### config.mk
export PLATFORM = sky130hd
export DESIGN_NAME = cfg_stream_seq
export DESIGN_NICKNAME = d
export VERILOG_FILES = /design/src/rtl/cfg_seq_pkg.sv /design/src/rtl/cfg_seq_ctx.sv /design/src/rtl/cfg_seq_fsm.sv /design/src/rtl/cfg_seq_wordmux.sv /design/src/rtl/cfg_stream_seq.sv
export SDC_FILE = /design/constraint.sdc
export NUM_CORES = 1
export LEC_CHECK = 0
export BUFFER_PORTS_ARGS = -buffer_cell sky130_fd_sc_hd__buf_2
export CORE_ASPECT_RATIO = 0.8
export CORE_UTILIZATION = 50
export DETAILED_ROUTE_END_ITERATION = 6
export PLACE_DENSITY = 0.75
export SYNTH_ARGS = -nofsm -noshare
export SYNTH_HDL_FRONTEND = slang
export SYNTH_SLANG_ARGS = --single-unit
### constraint.sdc
create_clock -name clk -period 3.2 [get_ports clk]
set_input_delay 0.16 -clock clk [delete_from_list [all_inputs] [get_ports clk]]
set_output_delay 0.16 -clock clk [all_outputs]
set_load 0.02 [all_outputs]
### src/rtl/cfg_seq_pkg.sv
package cfg_seq_pkg;

  localparam int unsigned IDX_W    = 4;
  localparam int unsigned PRE_LEN  = 13;
  localparam int unsigned POST_LEN = 12;

  localparam logic [31:0] W_BUSW_A   = 32'h000000BB;
  localparam logic [31:0] W_BUSW_B   = 32'h11220044;
  localparam logic [31:0] W_SYNC     = 32'hAA995566;
  localparam logic [31:0] W_TAIL_FAR = 32'h00EF8000;

  localparam logic [4:0] RA_CRC   = 5'h00;
  localparam logic [4:0] RA_FADDR = 5'h01;
  localparam logic [4:0] RA_FDATA = 5'h02;
  localparam logic [4:0] RA_CMD   = 5'h04;
  localparam logic [4:0] RA_MASK  = 5'h06;
  localparam logic [4:0] RA_IDENT = 5'h0C;
  localparam logic [4:0] RA_CTL1  = 5'h18;

  localparam logic [31:0] OP_WCFG   = 32'h00000001;
  localparam logic [31:0] OP_LFRM   = 32'h00000003;
  localparam logic [31:0] OP_RCRC   = 32'h00000007;
  localparam logic [31:0] OP_DESYNC = 32'h0000000D;

  typedef enum logic [2:0] {
    PH_IDLE, PH_PRE, PH_DATA, PH_PAD, PH_DRAIN, PH_POST
  } phase_t;

  function automatic logic [31:0] hdr_short(input logic [4:0] ra, input logic [10:0] n);
    return {3'b001, 2'b10, 9'd0, ra, 2'b00, n};
  endfunction

  function automatic logic [31:0] hdr_long(input logic [26:0] n);
    return {3'b010, 2'b10, n};
  endfunction

  function automatic logic [31:0] lead_word(input logic [IDX_W-1:0] idx,
                                            input logic [31:0] dev,
                                            input logic [31:0] far,
                                            input logic [26:0] n);
    case (idx)
      4'd0:    return W_BUSW_A;
      4'd1:    return W_BUSW_B;
      4'd2:    return W_SYNC;
      4'd3:    return hdr_short(RA_CMD, 11'd1);
      4'd4:    return OP_RCRC;
      4'd5:    return hdr_short(RA_IDENT, 11'd1);
      4'd6:    return dev;
      4'd7:    return hdr_short(RA_CMD, 11'd1);
      4'd8:    return OP_WCFG;
      4'd9:    return hdr_short(RA_FADDR, 11'd1);
      4'd10:   return far;
      4'd11:   return hdr_short(RA_FDATA, 11'd0);
      4'd12:   return hdr_long(n);
      default: return 32'h0;
    endcase
  endfunction

  function automatic logic [31:0] trail_word(input logic [IDX_W-1:0] idx,
                                             input logic [31:0] crc,
                                             input logic [31:0] mask_v,
                                             input logic [31:0] ctl1_v);
    case (idx)
      4'd0:    return hdr_short(RA_MASK, 11'd1);
      4'd1:    return mask_v;
      4'd2:    return hdr_short(RA_CTL1, 11'd1);
      4'd3:    return ctl1_v;
      4'd4:    return hdr_short(RA_CMD, 11'd1);
      4'd5:    return OP_LFRM;
      4'd6:    return hdr_short(RA_FADDR, 11'd1);
      4'd7:    return W_TAIL_FAR;
      4'd8:    return hdr_short(RA_CRC, 11'd1);
      4'd9:    return crc;
      4'd10:   return hdr_short(RA_CMD, 11'd1);
      4'd11:   return OP_DESYNC;
      default: return 32'h0;
    endcase
  endfunction

endpackage

### src/rtl/cfg_seq_ctx.sv
module cfg_seq_ctx #(
  parameter int FRAME_W         = 8,
  parameter int WORDS_PER_FRAME = 41,
  parameter int CNT_W           = 14
) (
  input  logic               clk,
  input  logic               rst_n,
  input  logic               load,
  input  logic [31:0]        frame_addr,
  input  logic [FRAME_W-1:0] num_frames,
  input  logic [31:0]        dev_id,
  input  logic [31:0]        crc_word,
  output logic [31:0]        far_q,
  output logic [31:0]        dev_q,
  output logic [31:0]        crc_q,
  output logic [CNT_W-1:0]   cnt_q
);

  function automatic logic [CNT_W-1:0] frames_to_words(input logic [FRAME_W-1:0] f);
    return CNT_W'(f) * CNT_W'(WORDS_PER_FRAME);
  endfunction

  always_ff @(posedge clk) begin
    if (!rst_n) begin
      far_q <= '0;
      dev_q <= '0;
      crc_q <= '0;
      cnt_q <= '0;
    end else if (load) begin
      far_q <= frame_addr;
      dev_q <= dev_id;
      crc_q <= crc_word;
      cnt_q <= frames_to_words(num_frames);
    end
  end

endmodule

### src/rtl/cfg_seq_fsm.sv
module cfg_seq_fsm
  import cfg_seq_pkg::*;
#(
  parameter int CNT_W = 14
) (
  input  logic             clk,
  input  logic             rst_n,
  input  logic             start,
  input  logic [CNT_W-1:0] cnt_q,
  input  logic             cfg_fire,
  input  logic             pl_fire,
  input  logic             pl_last,
  output phase_t           phase,
  output logic [IDX_W-1:0] idx,
  output logic             load,
  output logic             busy,
  output logic             done,
  output logic             err_len,
  output logic             short_evt,
  output logic             long_evt
);

  logic [CNT_W-1:0] dcnt;
  logic             lead_end;
  logic             trail_end;
  logic             slot_end;

  assign load      = start && (phase == PH_IDLE);
  assign busy      = (phase != PH_IDLE);
  assign lead_end  = (idx == IDX_W'(PRE_LEN - 1));
  assign trail_end = (idx == IDX_W'(POST_LEN - 1));
  assign slot_end  = (dcnt == cnt_q - CNT_W'(1));
  assign short_evt = (phase == PH_DATA) && cfg_fire && !slot_end && pl_last;
  assign long_evt  = (phase == PH_DATA) && cfg_fire && slot_end && !pl_last;

  always_ff @(posedge clk) begin
    if (!rst_n) begin
      phase   <= PH_IDLE;
      idx     <= '0;
      dcnt    <= '0;
      done    <= 1'b0;
      err_len <= 1'b0;
    end else begin
      done <= 1'b0;
      case (phase)
        PH_IDLE: begin
          if (start) begin
            phase   <= PH_PRE;
            idx     <= '0;
            err_len <= 1'b0;
          end
        end
        PH_PRE: begin
          if (cfg_fire) begin
            if (lead_end) begin
              idx   <= '0;
              dcnt  <= '0;
              phase <= (cnt_q == '0) ? PH_POST : PH_DATA;
            end else begin
              idx <= idx + IDX_W'(1);
            end
          end
        end
        PH_DATA: begin
          if (cfg_fire) begin
            dcnt <= dcnt + CNT_W'(1);
            if (slot_end) begin
              if (!pl_last) begin
                err_len <= 1'b1;
                phase   <= PH_DRAIN;
              end else begin
                phase <= PH_POST;
              end
            end else if (pl_last) begin
              err_len <= 1'b1;
              phase   <= PH_PAD;
            end
          end
        end
        PH_PAD: begin
          if (cfg_fire) begin
            dcnt <= dcnt + CNT_W'(1);
            if (slot_end) phase <= PH_POST;
          end
        end
        PH_DRAIN: begin
          if (pl_fire && pl_last) phase <= PH_POST;
        end
        PH_POST: begin
          if (cfg_fire) begin
            if (trail_end) begin
              phase <= PH_IDLE;
              idx   <= '0;
              done  <= 1'b1;
            end else begin
              idx <= idx + IDX_W'(1);
            end
          end
        end
        default: phase <= PH_IDLE;
      endcase
    end
  end

endmodule

### src/rtl/cfg_seq_wordmux.sv
module cfg_seq_wordmux
  import cfg_seq_pkg::*;
#(
  parameter int          CNT_W    = 14,
  parameter logic [31:0] MASK_VAL = 32'h0,
  parameter logic [31:0] CTL1_VAL = 32'h0,
  parameter logic [31:0] PAD_WORD = 32'h0
) (
  input  phase_t           phase,
  input  logic [IDX_W-1:0] idx,
  input  logic [31:0]      far_q,
  input  logic [31:0]      dev_q,
  input  logic [31:0]      crc_q,
  input  logic [CNT_W-1:0] cnt_q,
  input  logic [31:0]      pl_data,
  input  logic             pl_valid,
  input  logic             cfg_ready,
  output logic [31:0]      cfg_data,
  output logic             cfg_valid,
  output logic             pl_ready
);

  always_comb begin
    cfg_data  = '0;
    cfg_valid = 1'b0;
    pl_ready  = 1'b0;
    case (phase)
      PH_PRE: begin
        cfg_valid = 1'b1;
        cfg_data  = lead_word(idx, dev_q, far_q, 27'(cnt_q));
      end
      PH_DATA: begin
        cfg_valid = pl_valid;
        cfg_data  = pl_data;
        pl_ready  = cfg_ready;
      end
      PH_PAD: begin
        cfg_valid = 1'b1;
        cfg_data  = PAD_WORD;
      end
      PH_DRAIN: begin
        pl_ready = 1'b1;
      end
      PH_POST: begin
        cfg_valid = 1'b1;
        cfg_data  = trail_word(idx, crc_q, MASK_VAL, CTL1_VAL);
      end
      default: ;
    endcase
  end

endmodule

### src/rtl/cfg_stream_seq.sv
module cfg_stream_seq
  import cfg_seq_pkg::*;
#(
  parameter int          FRAME_W         = 8,
  parameter int          WORDS_PER_FRAME = 41,
  parameter logic [31:0] MASK_VAL        = 32'h0,
  parameter logic [31:0] CTL1_VAL        = 32'h0,
  parameter logic [31:0] PAD_WORD        = 32'h0
) (
  input  logic               clk,
  input  logic               rst_n,
  input  logic               start,
  output logic               busy,
  output logic               done,
  output logic               err_len,
  input  logic [31:0]        frame_addr,
  input  logic [FRAME_W-1:0] num_frames,
  input  logic [31:0]        dev_id,
  input  logic [31:0]        crc_word,
  input  logic [31:0]        pl_data,
  input  logic               pl_valid,
  input  logic               pl_last,
  output logic               pl_ready,
  output logic [31:0]        cfg_data,
  output logic               cfg_valid,
  input  logic               cfg_ready
);

  localparam int MAX_WORDS = ((1 << FRAME_W) - 1) * WORDS_PER_FRAME;
  localparam int CNT_W     = $clog2(MAX_WORDS + 1);

  phase_t           phase;
  logic [IDX_W-1:0] idx;
  logic             load;
  logic [31:0]      far_q;
  logic [31:0]      dev_q;
  logic [31:0]      crc_q;
  logic [CNT_W-1:0] cnt_q;
  logic             cfg_fire;
  logic             pl_fire;
  logic             short_evt;
  logic             long_evt;

  assign cfg_fire = cfg_valid && cfg_ready;
  assign pl_fire  = pl_valid && pl_ready;

  cfg_seq_ctx #(
    .FRAME_W(FRAME_W), .WORDS_PER_FRAME(WORDS_PER_FRAME), .CNT_W(CNT_W)
  ) u_ctx (
    .clk(clk), .rst_n(rst_n), .load(load),
    .frame_addr(frame_addr), .num_frames(num_frames),
    .dev_id(dev_id), .crc_word(crc_word),
    .far_q(far_q), .dev_q(dev_q), .crc_q(crc_q), .cnt_q(cnt_q)
  );

  cfg_seq_fsm #(.CNT_W(CNT_W)) u_fsm (
    .clk(clk), .rst_n(rst_n), .start(start), .cnt_q(cnt_q),
    .cfg_fire(cfg_fire), .pl_fire(pl_fire), .pl_last(pl_last),
    .phase(phase), .idx(idx), .load(load), .busy(busy), .done(done),
    .err_len(err_len), .short_evt(short_evt), .long_evt(long_evt)
  );

  cfg_seq_wordmux #(
    .CNT_W(CNT_W), .MASK_VAL(MASK_VAL), .CTL1_VAL(CTL1_VAL), .PAD_WORD(PAD_WORD)
  ) u_mux (
    .phase(phase), .idx(idx), .far_q(far_q), .dev_q(dev_q), .crc_q(crc_q),
    .cnt_q(cnt_q), .pl_data(pl_data), .pl_valid(pl_valid), .cfg_ready(cfg_ready),
    .cfg_data(cfg_data), .cfg_valid(cfg_valid), .pl_ready(pl_ready)
  );

endmodule

==> impl_metrics.csv <==
group,metric,value,unit
finish,nets,1386,
setup_path,crit_type,"reg2out",
die,core,14600,µm²
power,vdd_drop_max,0.378,mV
global_route,grt_pass1_vias,7274,
cts,clk_path_buf_depth,2,
timing,report.final.slew_viol_count,0,
routing,ant_nets,0,
yosys,syn_area,7630,µm²
die,dieArea,15800,µm²
cts,cts_setup_buffers,0,
setup_path,worstPathCellList,"inv_1 -> ha_1 -> inv_1 -> a211o_1 -> a221oi_1 -> a211o_1 -> buf_2",
finish,drive_above_1_share,20.6,%
timing,finalSetupTns,0,ns
setup_path,critical_path.max_fanout,13,
die,ios,179,
yosys,ys_warn_count,0,
cts,clk_latency,0.43,ns
routing,drcViolationCount,0,
global_route,grt_usage,30.9,%
yosys,synth_common_cells,"238 x nand2_1, 133 x dfxtp_1, 108 x a21boi_0, 63 x clkbuf_1, 57 x o21ai_0",
yosys,ys_seq_elements,133,
timing,fmax,320,MHz
timing,skew,0.00635,ns
global_route,grt_pass1_wl,37500,µm
yosys,synth_fp_nets,1164,
global_route,grt-ovfl-total,0,
cts,numCtsBuffers,17,
yosys,synth_largest_area_cell,"dfxtp_1",
yosys,post-synth-top-area-fraction,34.9,%
yosys,synth_edf_count,0,
setup_path,path_delay_family,"compound AO/OA/AOI/OAI gates",
finish,final_util,68.3,%
yosys,yosysMostFrequentCell,"nand2_1",
power,powerDensity,674,nW/µm²
place,placedCellCount,1296,
finish,stdcell_count,1402,
die,start_util,52.3,%
die,die_w,140,µm
setup_path,crit_buf_inv,3,
setup_path,slowest_stage,"a221oi_1",
global_route,antenna_found_initial,0,
setup_path,crit_arrival,2.96,ns
finish,area_growth,30.6,%
run,drv_cap,0,
setup_path,critPathCaptureType,"output port",
place,hpwl,16600,µm
setup_path,required,3.04,ns
timing,maxSlewHeadroom,44.1,%
timing,final-setup-viol-count,0,
cts,clkSinkCount,133,
timing,finalCritPeriodShare,97.6,%
yosys,avgSynthCellArea,7.77,µm²
run_status,outcome,"complete, no violations",
cts,path_clk_slew,0.06,ns
routing,dr.pass1.iters,6,
timing,fin_crit,3.12,ns
yosys,ys_top_cells_by_area,"dfxtp_1 35%, nand2_1 12%, a21boi_0 11%, ha_1 5.9%, o21ai_0 3.7%",
routing,num_vias,7970,
place,port-buffer-count,178,
worst_hold_path,hold_path.class,"in2reg",
timing,rsz0062_at_grt,"no",
global_route,grt_max_degree,89,
routing,via_per_inst,5.68,
timing,hold_violations,0,
cts,ctsHtreeMaxLevel,4,
place,gp_congestion,0.893,
routing,finalWirelength,24300,µm
routing,drt_iter0_markers,754,
power,p_leak,4.20,nW
setup_path,cp-start-kind,"flip-flop",
timing,worst_slew_pin_slew,0.838,ns
cts,cts_tree,"done",
die,std_cell_rows,39,
yosys,ys_async_sr_fraction,0,%
setup_path,critPathMaxStageDelay,0.57,ns
die,fp.dieH,113,µm
routing,detail_route.wl_per_cell,17.3,µm
finish,antenna_cells,0,
yosys,syn_inst,983,
yosys,synth_ff_type,"dfxtp_1",
cts,clockRootBuffer,"clkbuf_16",
yosys,seq_area_frac_synth,34.9,%
yosys,yosysUniqueCellTypes,60,
[metrics by stage]
| step | setup WS (ns) | power [mW] | hold slack (ns) | area (µm²) |
|---|---|---|---|---|
| finish | 0.0758 | 6.72 | 0.00977 | 9970 |
| global route | 0.0284 | 7.08 | 0.00774 | 9970 |
| CTS | 0.212 | 6.67 | 0.000225 | 9960 |
| detailed placement | 0.0578 | 4.76 | 0.416 | 8680 |
| global placement | 0.0929 | 4.73 | 0.413 | 8680 |
| floorplan | 0.351 | 3.96 | 0.305 | 7630 |
[metal layers]
metal  share of wire, %  track usage [%]  up-vias
met5                  0                0        -
met4                2.7             11.6        0
met3                 10             10.2       50
met2                 42             45.9      397
met1                 45             41.4     3671
li1                   -                -     3852
[state kept, by name, summed over array words and instances (netlist names)]
register,count
u_fsm.err_len,1
u_fsm.phase,3
u_fsm.idx,4
u_fsm.done,1
u_ctx.dev_q,32
u_fsm.dcnt,14
u_ctx.cnt_q,14
u_ctx.crc_q,32
u_ctx.far_q,32
[report_power, final]
| group | leakage, nW | total (mW) | internal [mW] | switching [mW] |
|---|---|---|---|---|
| clock | 0.264 | 1.84 | 1.04 | 0.799 |
| sequential | 1.09 | 2.24 | 1.95 | 0.283 |
| combinational | 2.85 | 2.65 | 1.01 | 1.64 |
| total | 4.20 | 6.72 | 4.01 | 2.72 |
[timing repair]
item                                    CTS  global route
endpoints found under the hold margin    73             1
endpoints found under the setup margin    0             1
resized for setup                         0             1
hold buffers                             73             1
[cell usage in the layout (no fill, tap or decap), types with 22 or more instances in the layout]
master	count
nand2_1	238
ha_1	36
nor2_1	41
o21ai_0	57
a21boi_0	108
xnor2_1	28
dlygate4sd3_1	74
a22oi_1	26
buf_4	22
buf_2	178
a21oi_1	43
inv_1	29
dfxtp_1	133
[path summary, 6_finish.rpt]
check                               from                      endpoint  slack [ns]  cells past startpoint
max            u_fsm.idx[0]$_SDFFE_PN0P_                   cfg_data[2]        0.08                      7
min                           dev_id[17]  u_ctx.dev_q[17]$_SDFFE_PN0P_        0.01                      3
max reg2reg  u_ctx.cnt_q[0]$_SDFFE_PN0P_    u_fsm.err_len$_SDFFE_PN0P_        0.35                      9
min reg2reg  u_ctx.dev_q[1]$_SDFFE_PN0P_   u_ctx.dev_q[1]$_SDFFE_PN0P_        0.46                      2
[worst register-to-register path, cell delays in order, from the launching register on]
cell,delay (ns)
dfxtp_1,0.36
inv_1,0.08
ha_1,0.20
or4b_2,0.70
nor4_1,0.39
xnor2_1,0.17
nand4_1,0.10
a211oi_1,0.42
and2_4,0.24
o211ai_2,0.08
[kinds of logic (layout without fill, tap and decap cells)]
logic type	after synthesis	count (layout)	synth area share (%)
DFF	133	133	34.9
buffers and inverters	103	338	5.57
xor gates and xnor gates	40	40	4.59
and+or+nand+nor	366	366	20.9
adders and majority gates	39	39	6.69
AOI/OAI and AO/OA	300	300	27.1
muxes	2	2	0.262
[area by class of cell]
type | count | area [µm²]
tap | 184 | 230
timing repair buffer | 277 | 1860
inverter | 29 | 109
multi-input combinational | 747 | 4560
fill | 1220 | 4620
sequential | 133 | 2660
clock inverter | 13 | 100
clock buffer | 19 | 453
Note: power is estimated with default switching activity, not from simulation.
